<file path="src/rtl/wdt_pkg.sv">
package wdt_pkg;
    localparam int MODE_W   = 8;
    localparam int RUN_POS  = 7;
    localparam int SELA_POS = 4;
    localparam int SELB_POS = 3;
    localparam logic [MODE_W-1:0] MODE_IMPL =
        (MODE_W'(1) << RUN_POS) | (MODE_W'(1) << SELA_POS) | (MODE_W'(1) << SELB_POS);

    typedef enum logic [1:0] {
        EV_MASKABLE = 2'd0,
        EV_NMI      = 2'd1,
        EV_RESET    = 2'd2
    } wdt_event_e;
endpackage

</file>
<file path="src/rtl/wdt_mode_reg.sv">
module wdt_mode_reg
    import wdt_pkg::*;
#(
    parameter int REG_W = MODE_W,
    localparam int IDX_W = $clog2(REG_W)
) (
    input  logic             clk,
    input  logic             rst_n,
    input  logic             byte_we,
    input  logic [REG_W-1:0] byte_data,
    input  logic             bit_we,
    input  logic [IDX_W-1:0] bit_idx,
    input  logic             bit_val,
    output logic [REG_W-1:0] mode_q,
    output logic             restart
);
    typedef struct packed {
        logic [REG_W-1:0] mode;
    } state_t;

    state_t st_d, st_q;
    logic [REG_W-1:0] set_byte;
    logic [REG_W-1:0] set_bit;

    always_comb begin
        set_byte = byte_we ? (byte_data & REG_W'(MODE_IMPL)) : '0;
        set_bit  = (bit_we && bit_val) ? ((REG_W'(1) << bit_idx) & REG_W'(MODE_IMPL)) : '0;
        // set-only update: implemented bits stick at one until reset
        st_d.mode = st_q.mode | set_byte | set_bit;
        restart   = set_byte[RUN_POS] | set_bit[RUN_POS];
    end

    always_ff @(posedge clk or negedge rst_n) begin
        if (!rst_n) begin
            st_q <= '0;
        end else begin
            st_q <= st_d;
        end
    end

    assign mode_q = st_q.mode;
endmodule

</file>
<file path="src/rtl/wdt_prescaler.sv">
module wdt_prescaler #(
    parameter int SEL_W = 3,
    parameter int PRE_W = 1 << SEL_W
) (
    input  logic             clk,
    input  logic             rst_n,
    input  logic [SEL_W-1:0] period_sel,
    output logic             tick
);
    typedef struct packed {
        logic [PRE_W-1:0] pre;
    } state_t;

    state_t st_d, st_q;
    logic [PRE_W-1:0] tap_mask;

    always_comb begin
        for (int i = 0; i < PRE_W; i++) begin
            tap_mask[i] = (i <= int'(period_sel));
        end
        tick     = ((st_q.pre & tap_mask) == tap_mask);
        st_d.pre = st_q.pre + PRE_W'(1);
    end

    always_ff @(posedge clk or negedge rst_n) begin
        if (!rst_n) begin
            st_q <= '0;
        end else begin
            st_q <= st_d;
        end
    end
endmodule

</file>
<file path="src/rtl/wdt_core.sv">
module wdt_core #(
    parameter int CNT_W = 8
) (
    input  logic clk,
    input  logic rst_n,
    input  logic run,
    input  logic sel_a,
    input  logic sel_b,
    input  logic tick,
    input  logic restart,
    output logic irq_mask,
    output logic irq_nmi,
    output logic rst_req
);
    localparam logic [CNT_W-1:0] CNT_TOP = {CNT_W{1'b1}};

    typedef struct packed {
        logic [CNT_W-1:0] cnt;
        logic             irq;
        logic             nmi;
        logic             rreq;
    } state_t;

    state_t st_d, st_q;
    logic   ovf;

    always_comb begin
        st_d = st_q;
        ovf  = run && tick && (st_q.cnt == CNT_TOP) && !restart;
        if (restart) begin
            st_d.cnt = '0;
        end else if (run && tick) begin
            st_d.cnt = st_q.cnt + CNT_W'(1);
        end
        st_d.irq  = ovf && !sel_a;
        st_d.nmi  = ovf && sel_a && !sel_b;
        st_d.rreq = st_q.rreq || (ovf && sel_a && sel_b);
    end

    always_ff @(posedge clk or negedge rst_n) begin
        if (!rst_n) begin
            st_q <= '0;
        end else begin
            st_q <= st_d;
        end
    end

    assign irq_mask = st_q.irq;
    assign irq_nmi  = st_q.nmi;
    assign rst_req  = st_q.rreq;
endmodule

</file>
<file path="src/rtl/wdt_guard.sv">
module wdt_guard
    import wdt_pkg::*;
#(
    parameter int SEL_W = 3,
    parameter int PRE_W = 1 << SEL_W,
    parameter int CNT_W = 8
) (
    input  logic              clk,
    input  logic              rst_n,
    input  logic              byte_we,
    input  logic [MODE_W-1:0] byte_data,
    input  logic              bit_we,
    input  logic [2:0]        bit_idx,
    input  logic              bit_val,
    input  logic [SEL_W-1:0]  period_sel,
    output logic [MODE_W-1:0] mode_rd,
    output logic              irq_mask,
    output logic              irq_nmi,
    output logic              rst_req
);
    logic restart;
    logic tick;

    wdt_mode_reg #(.REG_W(MODE_W)) u_mode (
        .clk       (clk),
        .rst_n     (rst_n),
        .byte_we   (byte_we),
        .byte_data (byte_data),
        .bit_we    (bit_we),
        .bit_idx   (bit_idx),
        .bit_val   (bit_val),
        .mode_q    (mode_rd),
        .restart   (restart)
    );

    wdt_prescaler #(.SEL_W(SEL_W), .PRE_W(PRE_W)) u_pre (
        .clk        (clk),
        .rst_n      (rst_n),
        .period_sel (period_sel),
        .tick       (tick)
    );

    wdt_core #(.CNT_W(CNT_W)) u_core (
        .clk      (clk),
        .rst_n    (rst_n),
        .run      (mode_rd[RUN_POS]),
        .sel_a    (mode_rd[SELA_POS]),
        .sel_b    (mode_rd[SELB_POS]),
        .tick     (tick),
        .restart  (restart),
        .irq_mask (irq_mask),
        .irq_nmi  (irq_nmi),
        .rst_req  (rst_req)
    );
endmodule

</file>
<file path="config.mk">
export PLATFORM = sky130hd
export DESIGN_NAME = wdt_guard
export DESIGN_NICKNAME = d
export VERILOG_FILES = /design/src/rtl/wdt_pkg.sv /design/src/rtl/wdt_mode_reg.sv /design/src/rtl/wdt_prescaler.sv /design/src/rtl/wdt_core.sv /design/src/rtl/wdt_guard.sv
export SDC_FILE = /design/constraint.sdc
export NUM_CORES = 1
export LEC_CHECK = 0
export ABC_AREA = 1
export ABC_CLOCK_PERIOD_IN_PS = 1300
export BUFFER_PORTS_ARGS = -buffer_cell sky130_fd_sc_hd__buf_2
export CAP_MARGIN = 40
export CORE_MARGIN = 2
export CORE_UTILIZATION = 45
export CTS_CLUSTER_DIAMETER = 200
export CTS_CLUSTER_SIZE = 24
export DETAILED_ROUTE_END_ITERATION = 12
export GPL_TIMING_DRIVEN = 1
export PLACE_DENSITY = 0.68
export SYNTH_ARGS = -nofsm -noshare
export SYNTH_HDL_FRONTEND = slang
export SYNTH_SLANG_ARGS = --single-unit
</file>
<file path="constraint.sdc">
create_clock -name clk -period 1.3 [get_ports clk]
set_input_delay 0.065 -clock clk [delete_from_list [all_inputs] [get_ports clk]]
set_output_delay 0.065 -clock clk [all_outputs]
set_load 0.005 [all_outputs]
</file>
Word level (Yosys, flattened, before mapping)
Index checks and enable logic that the tools add are counted.
{"block": "op_classes", "addsub": 2, "n_lt_le_gt_ge": 7, "eq_ne": 2, "shift": 1, "mux": 4, "bitwise": 4, "n_reduce_logical": 13}
{"op": "8-bit two-way mux", "count": 4}
{"op": "8-bit by 1-bit adder with 8-bit output (second input constant)", "count": 2}
{"op": "8-bit bitwise OR", "count": 2}
{"op": "3-bit <= comparator (first input constant)", "count": 4}
{"op": "8-bit AND", "count": 1}
{"op": "8-bit == test", "count": 1}
{"op": "8-bit == test (second input constant)", "count": 1}
{"op": "1-bit logical AND", "count": 8}
{"op": "1-bit by 3-bit left shift with 8-bit output (first input constant)", "count": 1}
{"op": "2-bit by 3-bit <= comparator with 1-bit output (first input constant)", "count": 2}
{"op": "1-bit by 3-bit <= comparator with 1-bit output (first input constant)", "count": 1}
{"op": "1-bit logical NOT", "count": 3}
{"op": "2-bit nonzero test", "count": 1}
{"op": "1-bit logical OR", "count": 1}
{"op": "1-bit bitwise OR", "count": 1}
{"block": "totals", "reg_bits": 27, "input_bits": 19, "out_inout_bits": 11, "word_cells": 39}

Logic depth before layout (Yosys ltp)
{"block": "logic_depth", "word_depth": 9, "mapped_depth": 10, "ltp_nobuf": 10}

Hierarchy
From an unflattened synthesis, not the netlist that was laid out.
{"block": "hier_totals", "cells_unflattened": 138, "area_unflattened_um2": 1147.4}
{"module": "wdt_core", "instances": 1, "cells_per_inst": 65, "area_each_um2": 550.5, "seq_area_each_um2": 275.3}
{"module": "wdt_prescaler", "instances": 1, "cells_per_inst": 46, "area_each_um2": 405.4, "seq_area_each_um2": 200.2}
{"module": "wdt_mode_reg", "instances": 1, "cells_per_inst": 27, "area_each_um2": 191.4, "seq_area_each_um2": 75.1}

Worst setup path before layout
Ideal clock, no wire load.
{"block": "synth_timing", "path_type": "reg2reg", "from": "register u_core.st_q[3] (netlist bit)", "to": "register u_core.st_q, in the netlist u_core.rst_req", "arrival_time_ps": 1143, "t_required_ps": 1235, "setup_slack_ps": 92, "stages_incl_launch_ff": 8, "path_buffers": 0, "synth_period_minus_slack_ps": 1208, "cell_sequence": "dfrtp_1 ha_1 nand3_2 nor2_4 nand3_1 nor2_2 nand4_1 nand2_1"}
{"element": "start, declared", "line": "wdt_core.sv:24", "rtl": "state_t st_d, st_q;"}
{"element": "start signal, assigned", "line": "wdt_core.sv:44", "rtl": "st_q <= st_d;"}

Final worst setup path
{"block": "layout_timing", "from": "register u_core.st_q[3] (netlist bit)", "to": "register u_core.st_q[9] (netlist bit)"}
{"block": "layout_between", "elab_chain_len": 3}
{"element": "8-bit by 1-bit adder with 8-bit output", "line": "wdt_core.sv:33", "rtl": "st_d.cnt = st_q.cnt + CNT_W'(1);"}
{"element": "8-bit two-way mux", "line": "wdt_core.sv:32", "rtl": "end else if (run && tick) begin"}
{"element": "8-bit two-way mux", "line": "wdt_core.sv:30", "rtl": "if (restart) begin"}
No other way between the ends. The select of a mux whose other input is x is not followed.
A chain may end at the register's enable or synchronous reset.

==> metrics.log <==
[metrics] outcome: finished, final reports clean
[metrics] Worst setup SP type: flop
[metrics] dominant cells by area after synthesis: dfrtp_1 44%, nand2_1 11%, xor2_1 5.7%, buf_4 4.8%, nand3_1 4.0%
[metrics] post-route antenna net violation count: 0
[metrics] ordered cell list for the critical path: ha_2, nand3_2, nor2_4, buf_4, a21o_1, nand4_1, nand2_1
[metrics] overflow left after global routing: 0
[metrics] CP max FO: 3
[metrics] final-report max-slew violation count: 0
[metrics] worst vdd rail ir drop: roughly 0.71 mV
[metrics] master cell of the clock root buffer: clkbuf_4
[metrics] worst setup path category: reg2reg
[metrics] endpoint type of the worst setup path: flop
[metrics] overall routed net length: approximately 2500 microns
[metrics] Worst Clk Skew: around 0.018 ns
[metrics] Top Family by Delay on Critical Path: flip-flops
[metrics] final count of hold timing violations: 0
[metrics] Syn Inst Count: 140
[metrics] maximum buffer depth of the clock tree: 2
[metrics] power per cell area: slightly below 900 nW/um^2
[metrics] Yosys Warn Count: 0
[metrics] worst path bufs/invs: 1
[metrics] Finish-stage setup viols: 0
[metrics] worst slack at placement: around 0.026 ns
[metrics] Top Ports: 30
[metrics] antenna violations before repair: 0
[metrics] clock tree from TritonCTS: yes
[metrics] detailed placement HPWL: approximately 1700 microns
[metrics] first-pass GRT wire length: 4126 microns
[metrics] total die area: ~3200 sq um
[metrics] Via-to-Cell Ratio: 4.900
[metrics] Inserted Clock Buffers: 3
[metrics] data arrival time of the critical path: ~1.5 ns
[metrics] diodes inserted: 0
[metrics] clk sinks: 22
[metrics] Total GRT Usage: 0.1637
[metrics] FILL cells: around 250
[metrics] fraction of layout instances using a drive strength above 1: 0.3687
[metrics] max-cap check violation count: 0
[metrics] total number of vias: ~1000
[metrics] Vert. Die Dim: between 50 and 60 microns
[metrics] wire length per cell: 11.92 microns
[metrics] crit path max-delay cell type: dfrtp_1
[metrics] largest net degree at the start of global routing: 23
[metrics] Yosys cell types: 29
[metrics] final net count: roughly 200
[metrics] drt drc: 0
[metrics] number of global-route vias before repair: ~1000
[metrics] drt first-iter violations: 32
[metrics] Synth Register Bits: 22
[metrics] post-route setup slack: around 0.022 ns
[metrics] post-synthesis average cell area: slightly below 9 sq um
[metrics] worst reg2reg setup slack: ~0.022 ns
[metrics] commonest non-fill, non-tap cell in the layout: nand2_1
[metrics] highest clock frequency the design can meet: 782.5 MHz
[metrics] Placer Congestion: between 0.7 and 0.8
[metrics] cell accounting for the most synthesized area: dfrtp_1
[metrics] worst hold-check path type: in2reg
[metrics] total power consumption of the routed design: between 1 and 1.5 mW
[metrics] share of the synthesized area in the top cell type: 0.4444
[metrics] crit share post-route: 0.9831
[metrics] length of the first detailed-routing pass in iterations: 4
[metrics] RSZ-0062 raised after global routing: yes
[metrics] area occupied by registers: 550.5 sq um
[metrics] area of the placeable core: around 2700 sq um
[metrics] Leak Pwr: 0.8322 nW
[metrics] number of buffers inserted by port buffering: 19
[metrics] post-synth design cell area: 1239 sq um
[metrics] min cycle time layout: 1.278 ns
[metrics] latest clock arrival within the worst-skew pair: approximately 0.33 ns
[metrics] initial standard-cell utilization of the core: 0.4611
[metrics] area of the multi-input gates: around 620 sq um
[metrics] clock transition at the registers of the reported paths: 0.14 ns
[metrics] sequential fraction of the synthesis area: 0.4444
[metrics] FP Rows: 19
[metrics] chip width: between 50 and 60 microns
[metrics] # H-tree levels: 1
[metrics] Area growth, synth to finish: 26.97%
[metrics] Critical Path Max Stage Delay: 0.40 ns
[metrics] required arrival time at the worst endpoint: ~1.5 ns
[metrics] most used cells in the layout excluding fill and tap cells: 33 x nand2_1, 22 x dfrtp_1, 19 x buf_2, 13 x buf_4
-- cell families (layout without fill, tap and decap cells) --
| kind of cell | after synthesis | after routing | synth area share |
|---|---|---|---|
| buf+inv | 22 | 57 | 0.09091 |
| fa+ha+maj | 2 | 2 | 0.02020 |
| simple gates | 74 | 74 | 0.3141 |
| compound gates | 10 | 10 | 0.06364 |
| other cells | 1 | 5 | 0.003027 |
| xor+xnor | 9 | 9 | 0.06364 |
| flops | 22 | 22 | 0.4444 |
-- worst register-to-register path, delay by kind of cell (launching register included) --
family,cells,cell delay (ns)
DFF,1,0.40
and+or+nand+nor,4,0.31
adders and majority gates,1,0.20
buffers and inverters,1,0.14
AOI/OAI and AO/OA,1,0.14
-- through the flow --
step                  util  cell area (sq um)  hold slack, ns  setup TNS, ns  cells
global placement    0.5054               1358         0.05282              0    190
floorplan                -               1254         -0.2306              0    144
CTS                 0.5566               1495        0.004588              0    203
finish              0.5855               1573        0.002163              0    210
detailed placement  0.5054               1358         0.05630              0    190
global route        0.5855               1573         0.01369        -0.8084    210
-- synth_stat cells --
cell type,number
o21ai_1,1
ha_1,2
o21ai_4,1
a21o_1,1
inv_2,4
nor2_2,1
inv_1,10
a21oi_1,2
nand2_1,36
nor2_1,8
nand4_1,3
o31ai_1,2
nand3_2,3
nand3_1,10
buf_4,8
xnor2_1,1
nor2_8,1
a21oi_2,2
nor3_2,1
nand2_2,4
or2_2,1
o21bai_1,1
xor2_1,8
dfrtp_1,22
nor2_4,2
nor3b_1,1
conb_1,1
nor3_1,1
nand2_4,2
-- routing by layer --
| metal | part of all wire | vias up | GRT usage |
|---|---|---|---|
| li1 | - | 512 | - |
| met1 | 0.41 | 487 | 0.1859 |
| met2 | 0.54 | 28 | 0.3023 |
| met3 | 0.044 | 2 | 0.02765 |
| met4 | 0.0064 | 0 | 0.06122 |
| met5 | 0 | - | 0 |
-- final cells by class --
cell class,instances,share of cell area
repair buffers,39,0.1671
clock buffers,3,0.01432
multi-input cells,100,0.3914
well taps,31,0.02466
inverters,14,0.03341
clock inverters,1,0.01909
flip-flops and latches,22,0.3500
-- path summary, 6_finish.rpt --
check                               startpoint               end  cells after the start
worst min register to register   u_pre.st_q[3]     u_pre.st_q[3]                      1
max in group asynchronous                rst_n    u_core.st_q[4]                      2
worst max register to register  u_core.st_q[3]    u_core.st_q[9]                      7
worst max-delay path            u_core.st_q[3]    u_core.st_q[9]                      7
worst min-delay path                   bit_val  u_mode.mode_q[3]                      3
min in group asynchronous                rst_n    u_core.rst_req                      2
-- registers in the layout, summed over array words and instances, names as in the netlist --
name             flops
u_core.st_q          8
u_pre.st_q           8
u_mode.mode_q        3
u_core.irq_mask      1
u_core.irq_nmi       1
u_core.rst_req       1
-- where the power goes --
part	total, mW	internal, mW	switching (mW)
Sequential	0.702	0.695	0.00757
Combinational	0.166	0.0742	0.0919
Clock	0.535	0.312	0.222
Total	1.40	1.08	0.322
-- timing repair --
item / CTS / global route
pin swaps: 0 / 15
hold buffers: 7 / 0
endpoints found under the hold margin: 24 / 0
setup buffers: 2 / 7
endpoints found under the setup margin: 4 / 13
gates resized for setup: 0 / 9
No activity file was read; power rests on OpenSTA's default activity.
